`src/rtl/ccd_region_pkg.sv`:
```
package ccd_region_pkg;

  typedef enum logic [2:0] {
    TAG_DUMMY  = 3'd0,
    TAG_TEST   = 3'd1,
    TAG_BUFFER = 3'd2,
    TAG_DARK   = 3'd3,
    TAG_ACTIVE = 3'd4
  } regionTag_e;

  typedef struct packed {
    regionTag_e tag;
    logic       isActive;
    logic       darkFirst;
    logic       darkAdd;
    logic       darkLast;
    logic       frameFirst;
    logic       frameIn;
    logic       frameLast;
  } ctrlStrobes_t;

endpackage

```
`src/rtl/ccd_mean_div.sv`:
```
module ccd_mean_div #(
  parameter int IN_W  = 21,
  parameter int OUT_W = 16,
  parameter int DIV_N = 20
) (
  input  logic [IN_W-1:0]  sumIn,
  output logic [OUT_W-1:0] meanOut
);
  localparam int SH     = IN_W + $clog2(DIV_N) + 1;
  localparam int PROD_W = IN_W + SH;
  localparam longint unsigned RECIP_L = ((longint'(1) << SH) + longint'(DIV_N) - 1) / longint'(DIV_N);
  localparam logic [SH-1:0] RECIP = SH'(RECIP_L);

  logic [PROD_W-1:0] prod;

  assign prod    = PROD_W'(sumIn) * PROD_W'(RECIP);
  assign meanOut = prod[SH +: OUT_W];

  generate
    if (PROD_W > SH + OUT_W) begin : g_upper
      logic unusedUpperBits;
      assign unusedUpperBits = ^prod[PROD_W-1:SH+OUT_W];
    end
  endgenerate

  logic unusedLowerBits;
  assign unusedLowerBits = ^prod[SH-1:0];
endmodule

```
`src/rtl/ccd_region_ctrl.sv`:
```
module ccd_region_ctrl
  import ccd_region_pkg::*;
#(
  parameter int LINE_PIX        = 4145,
  parameter int FRAME_LINES     = 4128,
  parameter int DUMMY_LAST      = 11,
  parameter int TEST_LEAD_LAST  = 15,
  parameter int DARK_LEAD_LAST  = 35,
  parameter int ACT_FIRST       = 37,
  parameter int ACT_LAST        = 4132,
  parameter int DARK_TRAIL_LAST = 4142,
  parameter int DARK_TOP_LINES  = 20,
  parameter int DARK_BOT_LINES  = 9,
  parameter int CNT_W           = 13,
  parameter int LINE_W          = 13
) (
  input  logic              clk,
  input  logic              rstN,
  input  logic [CNT_W-1:0]  pixCount,
  input  logic [LINE_W-1:0] lineCount,
  output ctrlStrobes_t      strobes
);
  localparam logic [CNT_W-1:0]  C_ONE        = CNT_W'(1);
  localparam logic [CNT_W-1:0]  C_LINE_PIX   = CNT_W'(LINE_PIX);
  localparam logic [CNT_W-1:0]  C_DUMMY_LAST = CNT_W'(DUMMY_LAST);
  localparam logic [CNT_W-1:0]  C_TEST_LAST  = CNT_W'(TEST_LEAD_LAST);
  localparam logic [CNT_W-1:0]  C_DARK_FIRST = CNT_W'(TEST_LEAD_LAST + 1);
  localparam logic [CNT_W-1:0]  C_DARK_LAST  = CNT_W'(DARK_LEAD_LAST);
  localparam logic [CNT_W-1:0]  C_BUF_LEAD   = CNT_W'(ACT_FIRST - 1);
  localparam logic [CNT_W-1:0]  C_BUF_TRAIL  = CNT_W'(ACT_LAST + 1);
  localparam logic [CNT_W-1:0]  C_TRAIL_LAST = CNT_W'(DARK_TRAIL_LAST);
  localparam logic [LINE_W-1:0] L_ONE        = LINE_W'(1);
  localparam logic [LINE_W-1:0] L_FRAME      = LINE_W'(FRAME_LINES);
  localparam logic [LINE_W-1:0] L_TOP_LAST   = LINE_W'(DARK_TOP_LINES);
  localparam logic [LINE_W-1:0] L_IMG_FIRST  = LINE_W'(DARK_TOP_LINES + 1);
  localparam logic [LINE_W-1:0] L_IMG_LAST   = LINE_W'(FRAME_LINES - DARK_BOT_LINES);

  logic pixOk, lineOk, rowDark, rowBuf;

  always_comb begin
    pixOk   = (pixCount >= C_ONE) && (pixCount <= C_LINE_PIX);
    lineOk  = (lineCount >= L_ONE) && (lineCount <= L_FRAME);
    rowDark = (lineCount <= L_TOP_LAST) || (lineCount > L_IMG_LAST);
    rowBuf  = (lineCount == L_IMG_FIRST) || (lineCount == L_IMG_LAST);

    if (!pixOk || !lineOk)               strobes.tag = TAG_TEST;
    else if (pixCount <= C_DUMMY_LAST)   strobes.tag = TAG_DUMMY;
    else if (pixCount <= C_TEST_LAST)    strobes.tag = TAG_TEST;
    else if (pixCount <= C_DARK_LAST)    strobes.tag = TAG_DARK;
    else if (pixCount <= C_BUF_TRAIL) begin
      if (rowDark)                       strobes.tag = TAG_DARK;
      else if (rowBuf || pixCount == C_BUF_LEAD || pixCount == C_BUF_TRAIL)
                                         strobes.tag = TAG_BUFFER;
      else                               strobes.tag = TAG_ACTIVE;
    end
    else if (pixCount <= C_TRAIL_LAST)   strobes.tag = TAG_DARK;
    else                                 strobes.tag = TAG_TEST;

    strobes.isActive   = (strobes.tag == TAG_ACTIVE);
    strobes.darkFirst  = lineOk && (pixCount == C_DARK_FIRST);
    strobes.darkAdd    = lineOk && (pixCount > C_DARK_FIRST) && (pixCount <= C_DARK_LAST);
    strobes.darkLast   = lineOk && (pixCount == C_DARK_LAST);
    strobes.frameIn    = (lineCount >= L_ONE) && (lineCount <= L_TOP_LAST);
    strobes.frameFirst = (lineCount == L_ONE);
    strobes.frameLast  = (lineCount == L_TOP_LAST);
  end

  // dummy columns never reach the dark accumulator
  a_r1_dummy_not_summed: assert property (@(posedge clk) disable iff (!rstN)
    (strobes.tag == TAG_DUMMY) |-> !(strobes.darkFirst || strobes.darkAdd));

  // only columns tagged dark feed the estimate
  a_r6_sum_only_dark: assert property (@(posedge clk) disable iff (!rstN)
    (strobes.darkFirst || strobes.darkAdd) |-> (strobes.tag == TAG_DARK));

  // active pixels lie strictly inside the buffer rows
  a_r5_active_rows: assert property (@(posedge clk) disable iff (!rstN)
    strobes.isActive |-> ((lineCount > L_IMG_FIRST) && (lineCount < L_IMG_LAST)));

  // the frame closes on a shielded top line
  a_r8_frame_close_top: assert property (@(posedge clk) disable iff (!rstN)
    strobes.frameLast |-> strobes.frameIn);
endmodule

```
`src/rtl/ccd_dark_datapath.sv`:
```
module ccd_dark_datapath
  import ccd_region_pkg::*;
#(
  parameter int DATA_W = 16,
  parameter int DARK_N = 20,
  parameter int TOP_N  = 20
) (
  input  logic              clk,
  input  logic              rstN,
  input  logic              sampleValid,
  input  logic [DATA_W-1:0] sampleIn,
  input  ctrlStrobes_t      strobes,
  output regionTag_e        regionTag,
  output logic              activeValid,
  output logic [DATA_W-1:0] correctedOut,
  output logic [DATA_W-1:0] lineDark,
  output logic [DATA_W-1:0] frameDark
);
  localparam int SUM_W  = DATA_W + $clog2(DARK_N);
  localparam int FSUM_W = DATA_W + $clog2(TOP_N);

  logic [SUM_W-1:0]  darkAcc, accNext;
  logic [FSUM_W-1:0] frameAcc, frameNext;
  logic [DATA_W-1:0] meanLine, meanFrame, satDiff;

  assign accNext   = darkAcc + SUM_W'(sampleIn);
  assign frameNext = strobes.frameFirst ? FSUM_W'(meanLine)
                                        : frameAcc + FSUM_W'(meanLine);
  assign satDiff   = (sampleIn > lineDark) ? (sampleIn - lineDark) : '0;

  ccd_mean_div #(.IN_W(SUM_W), .OUT_W(DATA_W), .DIV_N(DARK_N)) u_lineDiv (
    .sumIn(accNext), .meanOut(meanLine));

  ccd_mean_div #(.IN_W(FSUM_W), .OUT_W(DATA_W), .DIV_N(TOP_N)) u_frameDiv (
    .sumIn(frameNext), .meanOut(meanFrame));

  always_ff @(posedge clk) begin
    if (!rstN) begin
      regionTag    <= TAG_DUMMY;
      activeValid  <= 1'b0;
      correctedOut <= '0;
      lineDark     <= '0;
      frameDark    <= '0;
      darkAcc      <= '0;
      frameAcc     <= '0;
    end else if (sampleValid) begin
      regionTag    <= strobes.tag;
      activeValid  <= strobes.isActive;
      correctedOut <= strobes.isActive ? satDiff : '0;
      if (strobes.darkFirst)    darkAcc <= SUM_W'(sampleIn);
      else if (strobes.darkAdd) darkAcc <= accNext;
      if (strobes.darkLast) begin
        lineDark <= meanLine;
        if (strobes.frameIn)   frameAcc  <= frameNext;
        if (strobes.frameLast) frameDark <= meanFrame;
      end
    end else begin
      activeValid  <= 1'b0;
      correctedOut <= '0;
    end
  end

  a_r9_tag_holds: assert property (@(posedge clk) disable iff (!rstN)
    !sampleValid |=> $stable(regionTag));

  a_r5_needs_strobe: assert property (@(posedge clk) disable iff (!rstN)
    !sampleValid |=> !activeValid);

  a_r7_idle_zero: assert property (@(posedge clk) disable iff (!rstN)
    !activeValid |-> (correctedOut == '0));

  a_r7_never_above_raw: assert property (@(posedge clk) disable iff (!rstN)
    activeValid |-> (correctedOut <= $past(sampleIn)));

  a_r6_line_level_hold: assert property (@(posedge clk) disable iff (!rstN)
    !(sampleValid && strobes.darkLast) |=> $stable(lineDark));

  a_r8_frame_level_hold: assert property (@(posedge clk) disable iff (!rstN)
    !(sampleValid && strobes.darkLast && strobes.frameLast) |=> $stable(frameDark));
endmodule

```
`src/rtl/ccd_black_level_top.sv`:
```
module ccd_black_level_top
  import ccd_region_pkg::*;
#(
  parameter int DATA_W          = 16,
  parameter int LINE_PIX        = 4145,
  parameter int FRAME_LINES     = 4128,
  parameter int DUMMY_LAST      = 11,
  parameter int TEST_LEAD_LAST  = 15,
  parameter int DARK_LEAD_LAST  = 35,
  parameter int ACT_FIRST       = 37,
  parameter int ACT_LAST        = 4132,
  parameter int DARK_TRAIL_LAST = 4142,
  parameter int DARK_TOP_LINES  = 20,
  parameter int DARK_BOT_LINES  = 9,
  localparam int CNT_W          = $clog2(LINE_PIX + 1),
  localparam int LINE_W         = $clog2(FRAME_LINES + 1)
) (
  input  logic              clk,
  input  logic              rstN,
  input  logic              sampleValid,
  input  logic [DATA_W-1:0] sampleIn,
  input  logic [CNT_W-1:0]  pixCount,
  input  logic [LINE_W-1:0] lineCount,
  output logic [2:0]        regionTag,
  output logic              activeValid,
  output logic [DATA_W-1:0] correctedOut,
  output logic [DATA_W-1:0] lineDark,
  output logic [DATA_W-1:0] frameDark
);
  localparam int DARK_N = DARK_LEAD_LAST - TEST_LEAD_LAST;

  ctrlStrobes_t strobes;
  regionTag_e   tagReg;

  ccd_region_ctrl #(
    .LINE_PIX(LINE_PIX), .FRAME_LINES(FRAME_LINES), .DUMMY_LAST(DUMMY_LAST),
    .TEST_LEAD_LAST(TEST_LEAD_LAST), .DARK_LEAD_LAST(DARK_LEAD_LAST),
    .ACT_FIRST(ACT_FIRST), .ACT_LAST(ACT_LAST), .DARK_TRAIL_LAST(DARK_TRAIL_LAST),
    .DARK_TOP_LINES(DARK_TOP_LINES), .DARK_BOT_LINES(DARK_BOT_LINES),
    .CNT_W(CNT_W), .LINE_W(LINE_W)
  ) u_ctrl (
    .clk(clk), .rstN(rstN), .pixCount(pixCount), .lineCount(lineCount),
    .strobes(strobes));

  ccd_dark_datapath #(.DATA_W(DATA_W), .DARK_N(DARK_N), .TOP_N(DARK_TOP_LINES)) u_dp (
    .clk(clk), .rstN(rstN), .sampleValid(sampleValid), .sampleIn(sampleIn),
    .strobes(strobes), .regionTag(tagReg), .activeValid(activeValid),
    .correctedOut(correctedOut), .lineDark(lineDark), .frameDark(frameDark));

  assign regionTag = tagReg;
endmodule

```
`config.mk`:
```
export PLATFORM = sky130hd
export DESIGN_NAME = ccd_black_level_top
export DESIGN_NICKNAME = d
export VERILOG_FILES = /design/src/rtl/ccd_region_pkg.sv /design/src/rtl/ccd_mean_div.sv /design/src/rtl/ccd_region_ctrl.sv /design/src/rtl/ccd_dark_datapath.sv /design/src/rtl/ccd_black_level_top.sv
export SDC_FILE = /design/constraint.sdc
export NUM_CORES = 1
export LEC_CHECK = 0
export BUFFER_PORTS_ARGS = -buffer_cell sky130_fd_sc_hd__clkbuf_2
export CAP_MARGIN = 5
export CORE_ASPECT_RATIO = 1.1
export CORE_UTILIZATION = 59
export DETAILED_ROUTE_END_ITERATION = 16
export PLACE_DENSITY = 0.8
export SLEW_MARGIN = 10
export SYNTH_ARGS = -nofsm -noshare
export SYNTH_HDL_FRONTEND = slang
export SYNTH_SLANG_ARGS = --single-unit
```
`constraint.sdc`:
```
create_clock -name clk -period 20.7 [get_ports clk]
set_input_delay 6.21 -clock clk [delete_from_list [all_inputs] [get_ports clk]]
set_output_delay 6.21 -clock clk [all_outputs]
set_load 0.01 [all_outputs]
```
==> out/results.ini <==
[status]
outcome = finished, violations left
failing_checks = setup timing

[detailed_routing]
overall_routed_net_length_um = 61600
drt_iter0_markers = 956
routed_wire_length_per_instance_um = 19.7
ant_nets = 0
drt_pass1_iterations = 6
drcViolationCount = 0
vias_per_cell = 5.77
vias = 18026

[yosys]
yosys_warnings = 0
synth-adder-area-share = 0.524
synth.avg_cell_area_um2 = 8.98
post_synth_mux_area_share = 0.00970
synth_compound_gate_area_share = 0.128
synth_xor_xnor_area_share = 0.0342
synth_sequential_area_ratio = 0.0953
post_synth_instance_area_um2 = 19700
ys_seq_elements = 94
dominantRegCellSynth = sky130_fd_sc_hd__dfxtp_1
syn_nets = 2905
synth_top_family_by_area = adder cells
yosys.area_share.simple = 0.102
synth.lib_cells_used.distinct = 75
synth_async_sr_flop_share = 0
synth_edf_count = 0
postSynthCellCount = 2199

[placement]
placed_wire_length_estimate_after_detailed_placement_um = 48600
post-place-cells = 3064
globalplace.congestion = 0.978
place.port_buffers = 96

[grt]
grt_remaining_overflow = 0
first_pass_grt_wire_length_um = 92700
grt_antenna_before_repair = 0
grt_pass1_vias = 19113
grt_max_degree = 42
track_usage = 0.345

[finish]
antennaDiodeCount = 0
layout.nets = 3397
layout.cells.most_common = sky130_fd_sc_hd__inv_1
layout-drive-gt1-share = 0.278
final_cell_mix = sky130_fd_sc_hd__inv_1, sky130_fd_sc_hd__buf_4, sky130_fd_sc_hd__ha_1, sky130_fd_sc_hd__fa_1, sky130_fd_sc_hd__nor2_1
post_layout_nonfiller_instances = 3122
filler_cell_count = 2061
syn2layout_area_growth_pct = 27.7

[worst_setup_path]
cp_max_fo = 5
rr_endpoint = u_dp.frameDark[13]$_SDFFE_PN0P_
critical_path_arrival_ps = 21440
timing.critical_path.mode_cell = sky130_fd_sc_hd__fa_1
critPathRequiredTime_ps = 20990
cpLargestDelayFamily = adder cells
ff2ff_path_depth = 62
critPathLaunchType = primary input
criticalPathCategory = in -> reg
r2r_start = u_dp.darkAcc[0]$_SDFFE_PN0P_
cp.buffers_inverters = 15
worst_path_max_delay_cell = sky130_fd_sc_hd__fa_2
setup.worst_path.end_class = flip-flop
setup.reg_to_reg.worst_slack_ps = 5070
max_stage_delay_ps = 640

[floorplanning]
fp.dieArea_um2 = 34200
floorplan.io_pins = 97
initial_utilization = 0.605
core_area_um2 = 32600
num_rows = 69
die_w_um = 176
chipHeight_um = 194

[clock_network]
ctsLongestPathBuffers = 2
cts_tree = done
cts_buffers = 9
htree_num_levels = 3
clk_pin_slew_ps = 90
clock_latency_ps = 380
clock_sink_count = 94
cell_at_the_root_of_the_clock_tree = sky130_fd_sc_hd__clkbuf_16

[sta]
final.min_clock_period_ps = 21150
hold_violations = 0
maxClockFrequency_mhz = 47.3
layout_setup_ws_ps = -453
rsz_0062_raised_after_global_routing = true
skew_ps = 19.4
slew_viol_final = 0
slew_headroom = 0.428
timing_worst_slew_pin_value_ps = 850
fin_crit_share = 1.02
setup-violations-final = 16

[min_path]
timing.hold.worst_endpoint = u_dp.darkAcc[9]$_SDFFE_PN0P_
min-delay-path-class = reg -> reg
hold_path.startpoint = u_dp.darkAcc[9]$_SDFFE_PN0P_
timing.hold.worst_path_depth = 2

[flow_run]
max_cap_violations = 0

flip-flops by register name, indices dropped and copies added (netlist names):
register and flops:
u_dp.regionTag 3, u_dp.activeValid 1, u_dp.darkAcc 21, u_dp.frameAcc 21
u_dp.lineDark 16, u_dp.frameDark 16, u_dp.correctedOut 16
layer usage:
| metal | track usage | part of all wire | wire [um] |
|---|---|---|---|
| met4 | 0.231 | 0.085 | 5200 |
| met1 | 0.353 | 0.33 | 20600 |
| met2 | 0.648 | 0.53 | 32600 |
| met3 | 0.0433 | 0.051 | 3130 |
| met5 | 0 | 0 | 0 |
cell type report:
cell class / count / area [um2] / share of cell area
multi-input cells: 1542 / 16800 / 0.667
repair buffers: 520 / 3710 / 0.147
inverters: 524 / 1970 / 0.0780
flip-flops and latches: 94 / 1880 / 0.0746
well taps: 426 / 533 / 0.0211
clock buffers: 9 / 225 / 0.00893
clock inverters: 7 / 73.8 / 0.00293
through the flow:
step | instance area (um2) | setup TNS, ps | worst slack (ps) | hold slack (ps) | utilization
floorplan | 19900 | 0 | 38.7 | 436 | -
global placement | 23600 | -10230 | -766 | 442 | 0.724
detailed placement | 23600 | -15660 | -1160 | 447 | 0.724
CTS | 24500 | -565 | -141 | 459 | 0.751
global route | 25200 | -11510 | -889 | 489 | 0.773
finish | 25200 | -3840 | -453 | 470 | 0.773
worst reg2reg max path, delay by kind of cell (launching register included):
family,cells,cell delay (ps)
fa+ha+maj,18,7980
compound gates,16,3080
simple gates,10,1990
buf+inv,15,1550
xor+xnor,3,530
flops,1,400
cell usage after synthesis (13+ instances only):
cell	number	share of area
sky130_fd_sc_hd__or3_1	13	0.0041
sky130_fd_sc_hd__ha_1	386	0.24
sky130_fd_sc_hd__nand3_1	45	0.011
sky130_fd_sc_hd__a211oi_1	22	0.0084
sky130_fd_sc_hd__clkbuf_1	27	0.0051
sky130_fd_sc_hd__xnor2_1	48	0.021
sky130_fd_sc_hd__nor3_1	31	0.0079
sky130_fd_sc_hd__fa_1	275	0.28
sky130_fd_sc_hd__dfxtp_1	94	0.095
sky130_fd_sc_hd__nand2_1	96	0.018
sky130_fd_sc_hd__a31oi_1	20	0.0063
sky130_fd_sc_hd__nand4_1	13	0.0041
sky130_fd_sc_hd__xor2_1	29	0.013
sky130_fd_sc_hd__a21oi_1	89	0.023
sky130_fd_sc_hd__and3_1	14	0.0044
sky130_fd_sc_hd__nor2b_1	17	0.0054
sky130_fd_sc_hd__o21ai_0	74	0.019
sky130_fd_sc_hd__mux2i_1	18	0.0091
sky130_fd_sc_hd__inv_1	523	0.099
sky130_fd_sc_hd__a21o_1	50	0.019
sky130_fd_sc_hd__nor2_1	117	0.022
sky130_fd_sc_hd__o21a_1	23	0.0087
repair_timing:
action                                  4_1_cts  5_1_grt
gates resized for setup                      97      117
pin swaps                                    81      107
endpoints found under the setup margin       16       16
hold buffers                                  0        0
setup buffers                                21       22
worst max-delay path by stage:
stage | start | depth (start not counted) | to | slack (ps)
after floorplan | sampleIn[2] | 53 | u_dp.frameDark[9]$_SDFFE_PN0P_ | 40
after global placement | sampleIn[1] | 57 | u_dp.frameDark[9]$_SDFFE_PN0P_ | -770
after detailed placement | sampleIn[2] | 58 | u_dp.frameDark[12]$_SDFFE_PN0P_ | -1160
after CTS | sampleIn[0] | 62 | u_dp.frameDark[15]$_SDFFE_PN0P_ | -140
after global routing | sampleIn[2] | 60 | u_dp.frameDark[13]$_SDFFE_PN0P_ | -890
final | sampleIn[2] | 61 | u_dp.frameDark[13]$_SDFFE_PN0P_ | -450
kinds of logic after synthesis:
group           Yosys count
flops                    94
xor+xnor                 77
mux                      19
buf+inv                 563
fa+ha+maj               661
compound gates          376
simple gates            409
Power is left out: the tool's default activity adds up to more than one toggle a clock period on the data nets, which glitch-free logic cannot reach.
